`config.mk`:
```
export PLATFORM = sky130hd
export DESIGN_NAME = wake_cause_rec
export DESIGN_NICKNAME = d
export VERILOG_FILES = /design/src/rtl/wcr_pkg.sv /design/src/rtl/wcr_arm_ctrl.sv /design/src/rtl/wcr_rec_reg.sv /design/src/rtl/wake_cause_rec.sv
export SDC_FILE = /design/constraint.sdc
export NUM_CORES = 1
export LEC_CHECK = 0
export ABC_AREA = 1
export ABC_CLOCK_PERIOD_IN_PS = 800
export BUFFER_PORTS_ARGS = -buffer_cell sky130_fd_sc_hd__buf_2
export CORE_AREA = 2 2 39 41
export CTS_BUF_LIST = sky130_fd_sc_hd__clkbuf_16
export DETAILED_ROUTE_END_ITERATION = 6
export DIE_AREA = 0 0 41 43
export GPL_TIMING_DRIVEN = 0
export PLACE_DENSITY = 0.7
export SYNTH_ARGS = -nofsm -noshare
export SYNTH_HDL_FRONTEND = slang
export SYNTH_SLANG_ARGS = --single-unit
```
`constraint.sdc`:
```
create_clock -name clk_i -period 0.8 [get_ports clk_i]
set_input_delay 0 -clock clk_i [delete_from_list [all_inputs] [get_ports clk_i]]
set_output_delay 0 -clock clk_i [all_outputs]
set_load 0.05 [all_outputs]
```
`src/rtl/wcr_pkg.sv`:
```
package wcr_pkg;

  // Arming state of the recorder
  typedef enum logic {
    ARM_IDLE  = 1'b0,
    ARM_LIVE  = 1'b1
  } arm_state_e;

  localparam int unsigned DEF_NUM_WAKE = 6;

endpackage

```
`src/rtl/wcr_arm_ctrl.sv`:
```
module wcr_arm_ctrl
  import wcr_pkg::*;
(
  input  logic clk_i,
  input  logic rst_ni,
  input  logic lp_entry_i,
  input  logic cap_dis_i,
  output logic cap_en_o
);

  arm_state_e state_q, state_d;
  logic       state_we;

  always_comb begin
    state_d = state_q;
    if (cap_dis_i) begin
      state_d = ARM_IDLE;
    end else if (lp_entry_i) begin
      state_d = ARM_LIVE;
    end
  end

  assign state_we = (state_d != state_q);

  always_ff @(posedge clk_i or negedge rst_ni) begin
    if (!rst_ni) begin
      state_q <= ARM_IDLE;
    end else if (state_we) begin
      state_q <= state_d;
    end
  end

  // Capture runs in the entry cycle too, unless disabled
  assign cap_en_o = ((state_q == ARM_LIVE) || lp_entry_i) && !cap_dis_i;

  AST_DISARM_ON_DIS: assert property (@(posedge clk_i) disable iff (!rst_ni)
    cap_dis_i |=> (state_q == ARM_IDLE));

  AST_ARM_ON_ENTRY: assert property (@(posedge clk_i) disable iff (!rst_ni)
    (lp_entry_i && !cap_dis_i) |=> (state_q == ARM_LIVE));

  AST_NO_ARM_WHEN_DIS: assert property (@(posedge clk_i) disable iff (!rst_ni)
    (lp_entry_i && cap_dis_i) |=> (state_q == ARM_IDLE));

endmodule

```
`src/rtl/wcr_rec_reg.sv`:
```
module wcr_rec_reg #(
  parameter int unsigned WIDTH = 8
) (
  input  logic             clk_i,
  input  logic             rst_ni,
  input  logic             cap_en_i,
  input  logic [WIDTH-1:0] sample_i,
  input  logic             clr_we_i,
  input  logic [WIDTH-1:0] clr_data_i,
  output logic [WIDTH-1:0] rec_o
);

  logic [WIDTH-1:0] rec_q;
  logic [WIDTH-1:0] rec_d;
  logic [WIDTH-1:0] bit_we;

  for (genvar i = 0; i < WIDTH; i++) begin : g_bit
    logic clr_hit;
    logic set_hit;

    always_comb begin
      clr_hit   = clr_we_i && clr_data_i[i];
      set_hit   = cap_en_i && sample_i[i];
      bit_we[i] = clr_hit || set_hit;
      // a set in the same cycle wins over a clear
      rec_d[i]  = set_hit || (rec_q[i] && !clr_hit);
    end

    always_ff @(posedge clk_i or negedge rst_ni) begin
      if (!rst_ni) begin
        rec_q[i] <= 1'b0;
      end else if (bit_we[i]) begin
        rec_q[i] <= rec_d[i];
      end
    end
  end

  assign rec_o = rec_q;

  AST_STICKY_BITS: assert property (@(posedge clk_i) disable iff (!rst_ni)
    !clr_we_i |=> ((rec_q & $past(rec_q)) == $past(rec_q)));

  AST_CAPTURE_SETS: assert property (@(posedge clk_i) disable iff (!rst_ni)
    (cap_en_i && !clr_we_i) |=> ((rec_q & $past(sample_i)) == $past(sample_i)));

  AST_CLEAR_BITS: assert property (@(posedge clk_i) disable iff (!rst_ni)
    (clr_we_i && !cap_en_i) |=> ((rec_q & $past(clr_data_i)) == '0));

  AST_SET_BEATS_CLR: assert property (@(posedge clk_i) disable iff (!rst_ni)
    (clr_we_i && cap_en_i) |=> ((rec_q & $past(sample_i)) == $past(sample_i)));

endmodule

```
`src/rtl/wake_cause_rec.sv`:
```
module wake_cause_rec
  import wcr_pkg::*;
#(
  parameter int unsigned NUM_WAKE = DEF_NUM_WAKE,
  localparam int unsigned REC_W   = NUM_WAKE + 2
) (
  input  logic                clk_i,
  input  logic                rst_ni,
  input  logic                lp_entry_i,
  input  logic [NUM_WAKE-1:0] wake_req_i,
  input  logic                fall_thru_i,
  input  logic                abort_i,
  input  logic                cap_dis_i,
  input  logic                clr_we_i,
  input  logic [REC_W-1:0]    clr_data_i,
  output logic [REC_W-1:0]    rec_o
);

  localparam int unsigned FT_POS = NUM_WAKE;
  localparam int unsigned AB_POS = NUM_WAKE + 1;

  logic             cap_en;
  logic [REC_W-1:0] sample;

  always_comb begin
    sample                 = '0;
    sample[NUM_WAKE-1:0]   = wake_req_i;
    sample[FT_POS]         = fall_thru_i;
    sample[AB_POS]         = abort_i;
  end

  wcr_arm_ctrl u_arm (
    .clk_i      (clk_i),
    .rst_ni     (rst_ni),
    .lp_entry_i (lp_entry_i),
    .cap_dis_i  (cap_dis_i),
    .cap_en_o   (cap_en)
  );

  wcr_rec_reg #(
    .WIDTH (REC_W)
  ) u_rec (
    .clk_i      (clk_i),
    .rst_ni     (rst_ni),
    .cap_en_i   (cap_en),
    .sample_i   (sample),
    .clr_we_i   (clr_we_i),
    .clr_data_i (clr_data_i),
    .rec_o      (rec_o)
  );

  AST_DIS_HOLDS: assert property (@(posedge clk_i) disable iff (!rst_ni)
    (cap_dis_i && !clr_we_i) |=> $stable(rec_o));

  AST_FT_POSITION: assert property (@(posedge clk_i) disable iff (!rst_ni)
    (cap_en && fall_thru_i) |=> rec_o[FT_POS]);

  AST_AB_POSITION: assert property (@(posedge clk_i) disable iff (!rst_ni)
    (cap_en && abort_i) |=> rec_o[AB_POS]);

endmodule

```
==> results of run 1 <==
## sequential cells by signal, indices dropped and copies added (netlist names)
| signal | flops |
|---|---|
| u_rec.rec_o | 8 |
| u_arm.state_q | 1 |
## cell families (layout without fill, tap and decap cells)
family	Yosys count	count (layout)	share of synthesized area (%)
AOI/OAI and AO/OA	1	1	1.269
DFF	9	9	57.14
buffers and inverters	4	39	5.714
and+or+nand+nor	33	33	35.87
## layout by cell type (no fill, tap or decap), types with 2 or more instances in the layout
cell type	Yosys	final
buf_6	1	8
inv_2	2	2
clkbuf_16	0	3
nand3_1	8	8
dlygate4sd3_1	0	3
buf_2	0	19
dfrtp_2	0	8
nand2_1	24	24
## per-stage QoR
stage          cell area [um2]  hold slack (ns)  instances  setup TNS, ns
2_1_floorplan            404.1          -0.2956         47              0
3_3_place_gp             559.3          -0.1399         90              0
3_5_place_dp             559.3          -0.1327         90              0
4_1_cts                  718.2        0.0004266         97              0
5_1_grt                  732.0         0.006102         98       -0.01265
6_report                 732.0        -0.002848         98              0
## area by class of cell
type,instances,area (um2)
buffer,1,11.26
clock inverter,1,3.754
timing repair buffer,31,226.5
clock buffer,3,75.07
tap,16,20.02
fill,127,651.9
inverter,3,13.76
sequential,9,235.2
multi-input combinational,34,146.4
## final timing paths
path	to	slack (ns)	depth (start not counted)
worst max register to register	u_rec.rec_o[1]	0.05	4
worst min register to register	u_rec.rec_o[7]	0.50	2
max in group asynchronous	u_rec.rec_o[0]	0.45	2
worst max-delay path	rec_o[0]	0.01	1
worst min-delay path	u_rec.rec_o[4]	-0.003	3
min in group asynchronous	u_rec.rec_o[3]	0.16	2
## metal layers
metal  GRT usage, %  vias up  wire length [um]
li1               -      217                 -
met1          13.58      196               445
met2          20.00       22               456
met3          4.712        0                97
met4          6.000        0                 0
met5              0        -                 0
## power by group
| group | internal [uW] | switching [uW] | total (uW) |
|---|---|---|---|
| Combinational | 204 | 308 | 512 |
| Clock | 651 | 197 | 848 |
| Sequential | 526 | 40.3 | 567 |
| Total | 1380 | 545 | 1930 |
## what timing repair did
action	4_1_cts	5_1_grt
pin swaps	0	0
resized for setup	16	3
cloned	0	0
hold buffers	3	0
endpoints found under the setup margin	8	12
setup buffers	0	1
endpoints found under the hold margin	11	0
==> results.tsv, run 1 <==
stage	metric	value	unit
placement	post-dp-hpwl	696.9	um
logic_synthesis	synth.most_common_cell	nand2_1	
grt	grt_pass1_vias	390	
placement	globalplace.congestion	0.6274	
route	dr_total_vias	435	
setup_path	cp-start-kind	flop	
logic_synthesis	ys_ff_latch	9	
sta	fin_crit_sh	98.65	%
setup_path	cp-startpoint	u_rec.rec_o[0]	
setup_path	slowest_delay	0.41	ns
logic_synthesis	synth_top_area_cell	dfrtp_1	
setup_path	cp_num_buf_inv	1	
sta	max_freq	1267	MHz
route	drt-pass1-iter-count	4	
grt	antenna_found_initial	0	
sta	hold_viol	2	
clocking	htree_levels	1	
grt	track_usage	12.46	%
power_and_ir_drop	peakVddDrop	1.113	mV
route	routed_wirelength	1000	um
placement	io_buffers	27	
setup_path	cp_slowest_cell	dfrtp_2	
logic_synthesis	synth_edf_count	0	
floorplanning	io_pins	29	
route	wl_per_cell	10.20	um
setup_path	cp_max_fo	2	
floorplanning	num_rows	14	
clocking	cts_tree	yes	
clocking	cts_max_path_buffers	2	
sta	slew_headroom	86.22	%
clocking	cts_root_buf	clkbuf_16	
floorplanning	die_area	1763	um2
run_status	status	finished with violations	
logic_synthesis	synth_flop_cell	dfrtp_1	
setup_path	timing.setup.critical_path_class	reg2out	
clocking	clk-insertion-delay-late	0.23	ns
grt	grt_max_degree	10	
sta	fin_crit	0.7892	ns
layout	final_core_util	52.89	%
layout	final_layout_size_suffix_gt1_share	53.66	%
setup_path	critPathArrivalTime	0.79	ns
power_and_ir_drop	p_per_area	2633	nW/um2
placement	pre_cts_slack	0.01434	ns
power_and_ir_drop	fin_total_pwr	1927	uW
route	drc	0	
clocking	clock_sink_count	9	
setup_path	crit_family	flip-flops	
run_status	violations	negative hold slack	
setup_path	r2r_start	u_arm.state_q	
setup_path	crit_required	0.80	ns
job	cap_violations	0	
sta	whs	-0.002848	ns
layout	syn_to_final_growth	85.71	%
logic_synthesis	synthTopCellsByArea	dfrtp_1, nand2_1, nand3_1, buf_6, nand2_4	
layout	antenna_cells	0	
floorplanning	core	1384	um2
hold_path	holdCritStartpoint	wake_req_i[4]	
sta	rsz0062_at_grt	true	
route	drt-initial-drc-count	5	
layout	nets	104	
sta	slew_viol_final	0	
logic_synthesis	async_flop_share	100.0	%
setup_path	endpoint_kind	output pin	
logic_synthesis	synth_area_per_cell	8.386	um2
route	avgViaCountPerCell	4.439	
sta	finClkSkew	0.002578	ns
logic_synthesis	syn_area	394.1	um2
sta	fin_ws	0.01081	ns
power_and_ir_drop	p_leak	0.0003952	uW
floorplanning	die_h	43	um
clocking	path_clk_slew	0.04	ns
logic_synthesis	syn-instance-count	47	
grt	grt_pass1_wl	1455	um
route	ant_nets	0	
logic_synthesis	synthesis.nets	68	
sta	finalSetupViolations	0	
clocking	numCtsBuffers	3	
logic_synthesis	synthDistinctLibCells	8	
floorplanning	initial_core_util	28.48	%
sta	tightest_slew	0.2066	ns
setup_path	worstPathCellList	buf_8	
logic_synthesis	synth_top_cell_area_share	57.14	%
logic_synthesis	synth_common_cells	nand2_1, dfrtp_1, nand3_1	
grt	gr-total-overflow	0	
hold_path	hold_path.class	in2reg	
floorplanning	die_w	41	um
logic_synthesis	yosys_warnings	0	
logic_synthesis	synth-seq-area-share	57.14	%
No activity file was read; power rests on OpenSTA's default activity.
==> run 2, diff against run 1 <==
--- a/config.mk
+++ b/config.mk
@@ -12,7 +12,7 @@
 export CTS_BUF_LIST = sky130_fd_sc_hd__clkbuf_16
 export DETAILED_ROUTE_END_ITERATION = 6
 export DIE_AREA = 0 0 41 43
-export GPL_TIMING_DRIVEN = 0
+export GPL_TIMING_DRIVEN = 1
 export PLACE_DENSITY = 0.7
 export SYNTH_ARGS = -nofsm -noshare
 export SYNTH_HDL_FRONTEND = slang
==> results.tsv, run 2 (synthesized netlist as in run 1, its figures left out) <==
stage	metric	value	unit
clocking	numCtsBuffers	3	
grt	grt_busiest_layer	met2	
setup_path	critPathArrivalTime	0.79	ns
setup_path	critPathCapture	rec_o[6]	
sta	finalSetupViolations	0	
sta	finClkSkew	0.001639	ns
grt	grtUsageMet3	3.141	%
setup_path	endpoint_kind	output pin	
layout	final_layout_size_suffix_gt1_share	56.63	%
setup_path	cp.depth	1	
sta	finalSetupTns	0	ns
setup_path	r2r_cells	4	
route	routed_wirelength	1077	um
clocking	cts_max_path_buffers	2	
clocking	cts_tree	yes	
setup_path	worstReg2RegEnd	u_rec.rec_o[0]	
floorplanning	num_rows	14	
run_status	status	finished clean	
floorplanning	initial_core_util	28.48	%
power_and_ir_drop	p_leak	0.0003996	uW
route	drc	0	
clocking	clock_sink_count	9	
grt	grt_pass1_wl	1711	um
grt	antenna_found_initial	0	
setup_path	cp-startpoint	u_rec.rec_o[6]	
placement	globalplace.congestion	0.6419	
layout	largest_reg_flops	8	
route	avgViaCountPerCell	4.303	
route	dr_total_vias	426	
placement	io_buffers	28	
layout	final_core_util	53.98	%
floorplanning	die_area	1763	um2
grt	grt_pass1_vias	438	
floorplanning	core	1384	um2
layout	antenna_cells	0	
clocking	clk-insertion-delay-late	0.23	ns
sta	fin_crit	0.7894	ns
sta	tightest_slew	0.2047	ns
grt	gr-usage-met2	22.50	%
setup_path	cp_num_buf_inv	1	
setup_path	crit_required	0.80	ns
placement	post-dp-hpwl	749.7	um
route	ant_nets	0	
setup_path	r2r_start	u_arm.state_q	
route	drt-initial-drc-count	3	
grt	track_usage	14.72	%
layout	fin_cells	99	
placement	dp.cells	90	
power_and_ir_drop	peakVddDrop	1.037	mV
floorplanning	die_w	41	um
floorplanning	io_pins	29	
clocking	cts_root_buf	clkbuf_16	
setup_path	worstPathCellList	buf_6	
clocking	path_clk_slew	0.04	ns
setup_path	ff2ff_setup_slack	0.04	ns
sta	slew_headroom	86.35	%
setup_path	cp-start-kind	flop	
layout	nets	105	
grt	use_met1	17.33	%
power_and_ir_drop	p_per_area	2582	nW/um2
grt	grt_max_degree	10	
clocking	htree_levels	1	
sta	slew_viol_final	0	
sta	hold_viol	0	
layout	final_common_cell	nand2_1	
setup_path	crit_family	flip-flops	
grt	gr-total-overflow	0	
sta	fin_crit_sh	98.68	%
job	cap_violations	0	
floorplanning	die_h	43	um
setup_path	cp_slowest_cell	dfrtp_2	
setup_path	timing.setup.critical_path_class	reg2out	
setup_path	cp_max_fo	2	
layout	syn_to_final_growth	89.52	%
route	wl_per_cell	10.88	um
route	drt-pass1-iter-count	4	
hold_path	hold_path.class	in2reg	
setup_path	slowest_delay	0.40	ns
sta	max_freq	1267	MHz
layout	final_cell_mix	nand2_1, buf_2, buf_6, dfrtp_2, nand3_1	
sta	rsz0062_at_grt	true	
sta	whs	0.007238	ns
[run 2: cell types whose count changed in the layout (fill, tap and decap cells not counted), sizes merged]
cell	previous run	this run
dlygate4sd3	3	4
[run 2: routing by layer]
| layer | vias up | part of all wire [%] |
|---|---|---|
| li1 | 217 | - |
| met1 | 187 | 41 |
| met2 | 20 | 49 |
| met3 | 2 | 8.6 |
| met4 | 0 | 1.1 |
| met5 | - | 0 |
[run 2: cell type report]
| type | instances | area (um2) |
|---|---|---|
| multi-input cells | 34 | 161.4 |
| fillers | 129 | 636.9 |
| inverters | 3 | 13.76 |
| well taps | 16 | 20.02 |
| clock inverters | 1 | 3.754 |
| clock buffers | 3 | 75.07 |
| repair buffers | 33 | 237.7 |
| flip-flops and latches | 9 | 235.2 |
[run 2: repair_timing]
item                       CTS  global route
gates resized for setup     16             5
setup buffers                0             1
hold buffers                 4             0
setup endpoints to repair    8            12
hold endpoints to repair    12             0
[run 2: stage by stage]
step	setup slack, ns	area, um2	total power, uW
2_1_floorplan	0.04592	404.1	847.0
3_5_place_dp	0.01548	553.0	973.0
3_3_place_gp	0.04415	553.0	966.6
6_report	0.01057	747.0	1929
5_1_grt	-0.01257	747.0	2022
4_1_cts	0.0009163	721.9	1932
[run 2: worst min-delay path by stage]
stage / start / endpoint / slack, ns / cells after the start
floorplan: rst_ni / u_arm.state_q / -0.30 / 0
global placement: rst_ni / u_arm.state_q / -0.14 / 1
detailed placement: rst_ni / u_arm.state_q / -0.14 / 1
CTS: wake_req_i[4] / u_rec.rec_o[4] / 0.0006 / 3
global route: clr_data_i[4] / u_rec.rec_o[4] / 0.02 / 4
finish: wake_req_i[4] / u_rec.rec_o[4] / 0.007 / 3
[run 2: where the power goes]
group | internal [uW] | switching (uW)
combinational | 197 | 314
clock | 651 | 199
sequential | 526 | 41.6
total | 1370 | 554
==> run 3, diff against run 2 <==
--- a/config.mk
+++ b/config.mk
@@ -8,12 +8,14 @@
 export ABC_AREA = 1
 export ABC_CLOCK_PERIOD_IN_PS = 800
 export BUFFER_PORTS_ARGS = -buffer_cell sky130_fd_sc_hd__buf_2
-export CORE_AREA = 2 2 39 41
+export CELL_PAD_IN_SITES_DETAIL_PLACEMENT = 1
+export CELL_PAD_IN_SITES_GLOBAL_PLACEMENT = 1
+export CORE_UTILIZATION = 24
 export CTS_BUF_LIST = sky130_fd_sc_hd__clkbuf_16
 export DETAILED_ROUTE_END_ITERATION = 6
-export DIE_AREA = 0 0 41 43
 export GPL_TIMING_DRIVEN = 1
-export PLACE_DENSITY = 0.7
+export PLACE_DENSITY = 0.8
+export SLEW_MARGIN = 40
 export SYNTH_ARGS = -nofsm -noshare
 export SYNTH_HDL_FRONTEND = slang
 export SYNTH_SLANG_ARGS = --single-unit
==> results.tsv, run 3 (synthesized netlist as in run 1, its figures left out) <==
stage	metric	value	unit
placement	io_buffers	28	
setup_path	r2r_cells	4	
hold_path	hold_path.class	in2reg	
setup_path	cp_slowest_cell	dfrtp_1	
clocking	clk-insertion-delay-late	0.23	ns
clocking	cts_tree	yes	
grt	track_usage	15.83	%
hold_path	holdCritStartpoint	wake_req_i[3]	
power_and_ir_drop	p_per_area	2603	nW/um2
grt	grt_max_degree	10	
grt	grt_pass1_wl	2042	um
hold_path	timing.hold.worst_path_depth	3	
power_and_ir_drop	swShare	29.86	%
floorplanning	core	1524	um2
floorplanning	io_pins	29	
route	wl_per_cell	13.84	um
grt	antenna_found_initial	0	
clocking	path_clk_slew	0.04	ns
power_and_ir_drop	fin_total_pwr	1958	uW
floorplanning	die_h	42.53	um
clocking	htree_levels	1	
run_status	violations	negative setup slack	
setup_path	worstReg2RegEnd	u_rec.rec_o[3]	
clocking	cts_max_path_buffers	2	
route	drc	0	
placement	dp.cells	90	
power_and_ir_drop	p_leak	0.0003960	uW
route	drt-pass1-iter-count	3	
layout	syn_to_final_growth	90.79	%
power_and_ir_drop	clockPowerShare	44.3	%
route	ant_nets	0	
route	drt-initial-drc-count	5	
layout	largest_reg_flops	8	
sta	rsz0062_at_grt	true	
setup_path	r2r_start	u_arm.state_q	
placement	pre_cts_slack	-0.01785	ns
route	avgViaCountPerCell	4.546	
setup_path	cp_max_fo	8	
power_and_ir_drop	comb_power_share	26.6	%
setup_path	critPathArrivalTime	0.94	ns
layout	final_common_cell	nand2_1	
run_status	status	finished with violations	
setup_path	cp-start-kind	flop	
sta	max_freq	1220	MHz
setup_path	worstPathCellList	inv_2, nand2_4, nand3_1, nand2_1	
sta	tightest_slew	0.2123	ns
setup_path	crit_required	0.92	ns
power_and_ir_drop	power.switching	584.5	uW
layout	nets	103	
layout	final_cell_mix	nand2_1, buf_2, buf_6, dfrtp_2, nand3_2	
power_and_ir_drop	peakVddDrop	1.584	mV
job	cap_violations	0	
floorplanning	die_area	1808	um2
clocking	clock_sink_count	9	
floorplanning	num_rows	14	
route	routed_wirelength	1342	um
sta	fin_crit_sh	102.5	%
power_and_ir_drop	internal_power	1373	uW
power_and_ir_drop	seq_power_share	29.2	%
sta	hold_viol	0	
placement	post-dp-hpwl	880.6	um
setup_path	ff2ff_setup_slack	-0.02	ns
grt	grt_pass1_vias	469	
setup_path	timing.setup.critical_path_class	reg2reg	
sta	finClkSkew	0.002405	ns
placement	globalplace.congestion	0.6315	
sta	slew_headroom	85.85	%
layout	fin_cells	97	
sta	finalSetupViolations	9	
floorplanning	die_w	42.53	um
sta	slew_viol_final	0	
floorplanning	initial_core_util	25.86	%
grt	gr-total-overflow	0	
clocking	numCtsBuffers	3	
setup_path	endpoint_kind	flop	
clocking	cts_root_buf	clkbuf_16	
setup_path	slowest_delay	0.39	ns
layout	antenna_cells	0	
route	dr_total_vias	441	
sta	fin_ws	-0.02000	ns
hold_path	worstHoldEndpoint	u_rec.rec_o[3]	
layout	final_layout_size_suffix_gt1_share	62.96	%
sta	fin_crit	0.8200	ns
==> run 3: cell count changes in the layout (fill, tap and decap cells not counted), sizes merged <==
cell and change:
buf -1, dlygate4sd3 -1
==> run 3: layer usage <==
metal  routed length (um)  part of all wire [%]  up-vias  global-route usage, %
li1                     -                     -      219                      -
met5                    0                     0        -                      0
met1                  509                    38      202                  16.98
met3                   63                   4.7        0                  2.586
met4                    0                     0        0                  7.500
met2                  770                    57       20                  29.54
==> run 3: final cells by class <==
| class | count | area, um2 |
|---|---|---|
| Inverter | 3 | 13.76 |
| Tap cell | 16 | 20.02 |
| Timing Repair Buffer | 31 | 220.2 |
| Clock buffer | 3 | 75.07 |
| Sequential cell | 9 | 235.2 |
| Fill cell | 188 | 772.0 |
| Clock inverter | 1 | 3.754 |
| Multi-Input combinational cell | 34 | 183.9 |
==> run 3: what timing repair did <==
action,CTS,global route
gates resized for setup,20,6
setup buffers,0,0
hold endpoints to repair,11,0
pin swaps,1,1
hold buffers,3,0
endpoints found under the setup margin,16,14
==> run 3: how the worst max path moves through the flow <==
stage	cells after the start	from	to	slack (ns)
final	4	u_arm.state_q	u_rec.rec_o[3]	-0.02
after global routing	4	u_arm.state_q	u_rec.rec_o[0]	-0.04
after CTS	4	u_arm.state_q	u_rec.rec_o[4]	-0.01
after detailed placement	4	u_arm.state_q	u_rec.rec_o[7]	-0.02
after global placement	4	u_arm.state_q	u_rec.rec_o[0]	0.05
after floorplan	2	u_rec.rec_o[0]	u_rec.rec_o[0]	0.05
==> run 3: power by group through the flow <==
| stage | Clock (uW) | Sequential [uW] | Combinational, uW |
|---|---|---|---|
| global route | 913 | 579 | 549 |
| global placement | 0 | 558 | 411 |
| detailed placement | 0 | 560 | 421 |
| floorplan | 0 | 759 | 87.9 |
| finish | 866 | 571 | 520 |
| CTS | 877 | 572 | 506 |
==> run 3: metrics by stage <==
step	instance area (um2)	utilization (%)	TNS (ns)	hold slack (ns)
floorplan	404.1	-	0	-0.2956
global placement	553.0	36.29	0	-0.1403
detailed placement	553.0	36.29	-0.07905	-0.1374
CTS	726.9	47.70	-0.03499	0.004053
global route	752.0	49.34	-0.3579	0.009616
finish	752.0	49.34	-0.09002	0.003060
==> run 3: critical path: cells and delay by family, from the launching register on <==
| family | cells | cell delay, ns |
|---|---|---|
| flops | 1 | 0.39 |
| simple gates | 3 | 0.24 |
| buf+inv | 1 | 0.09 |
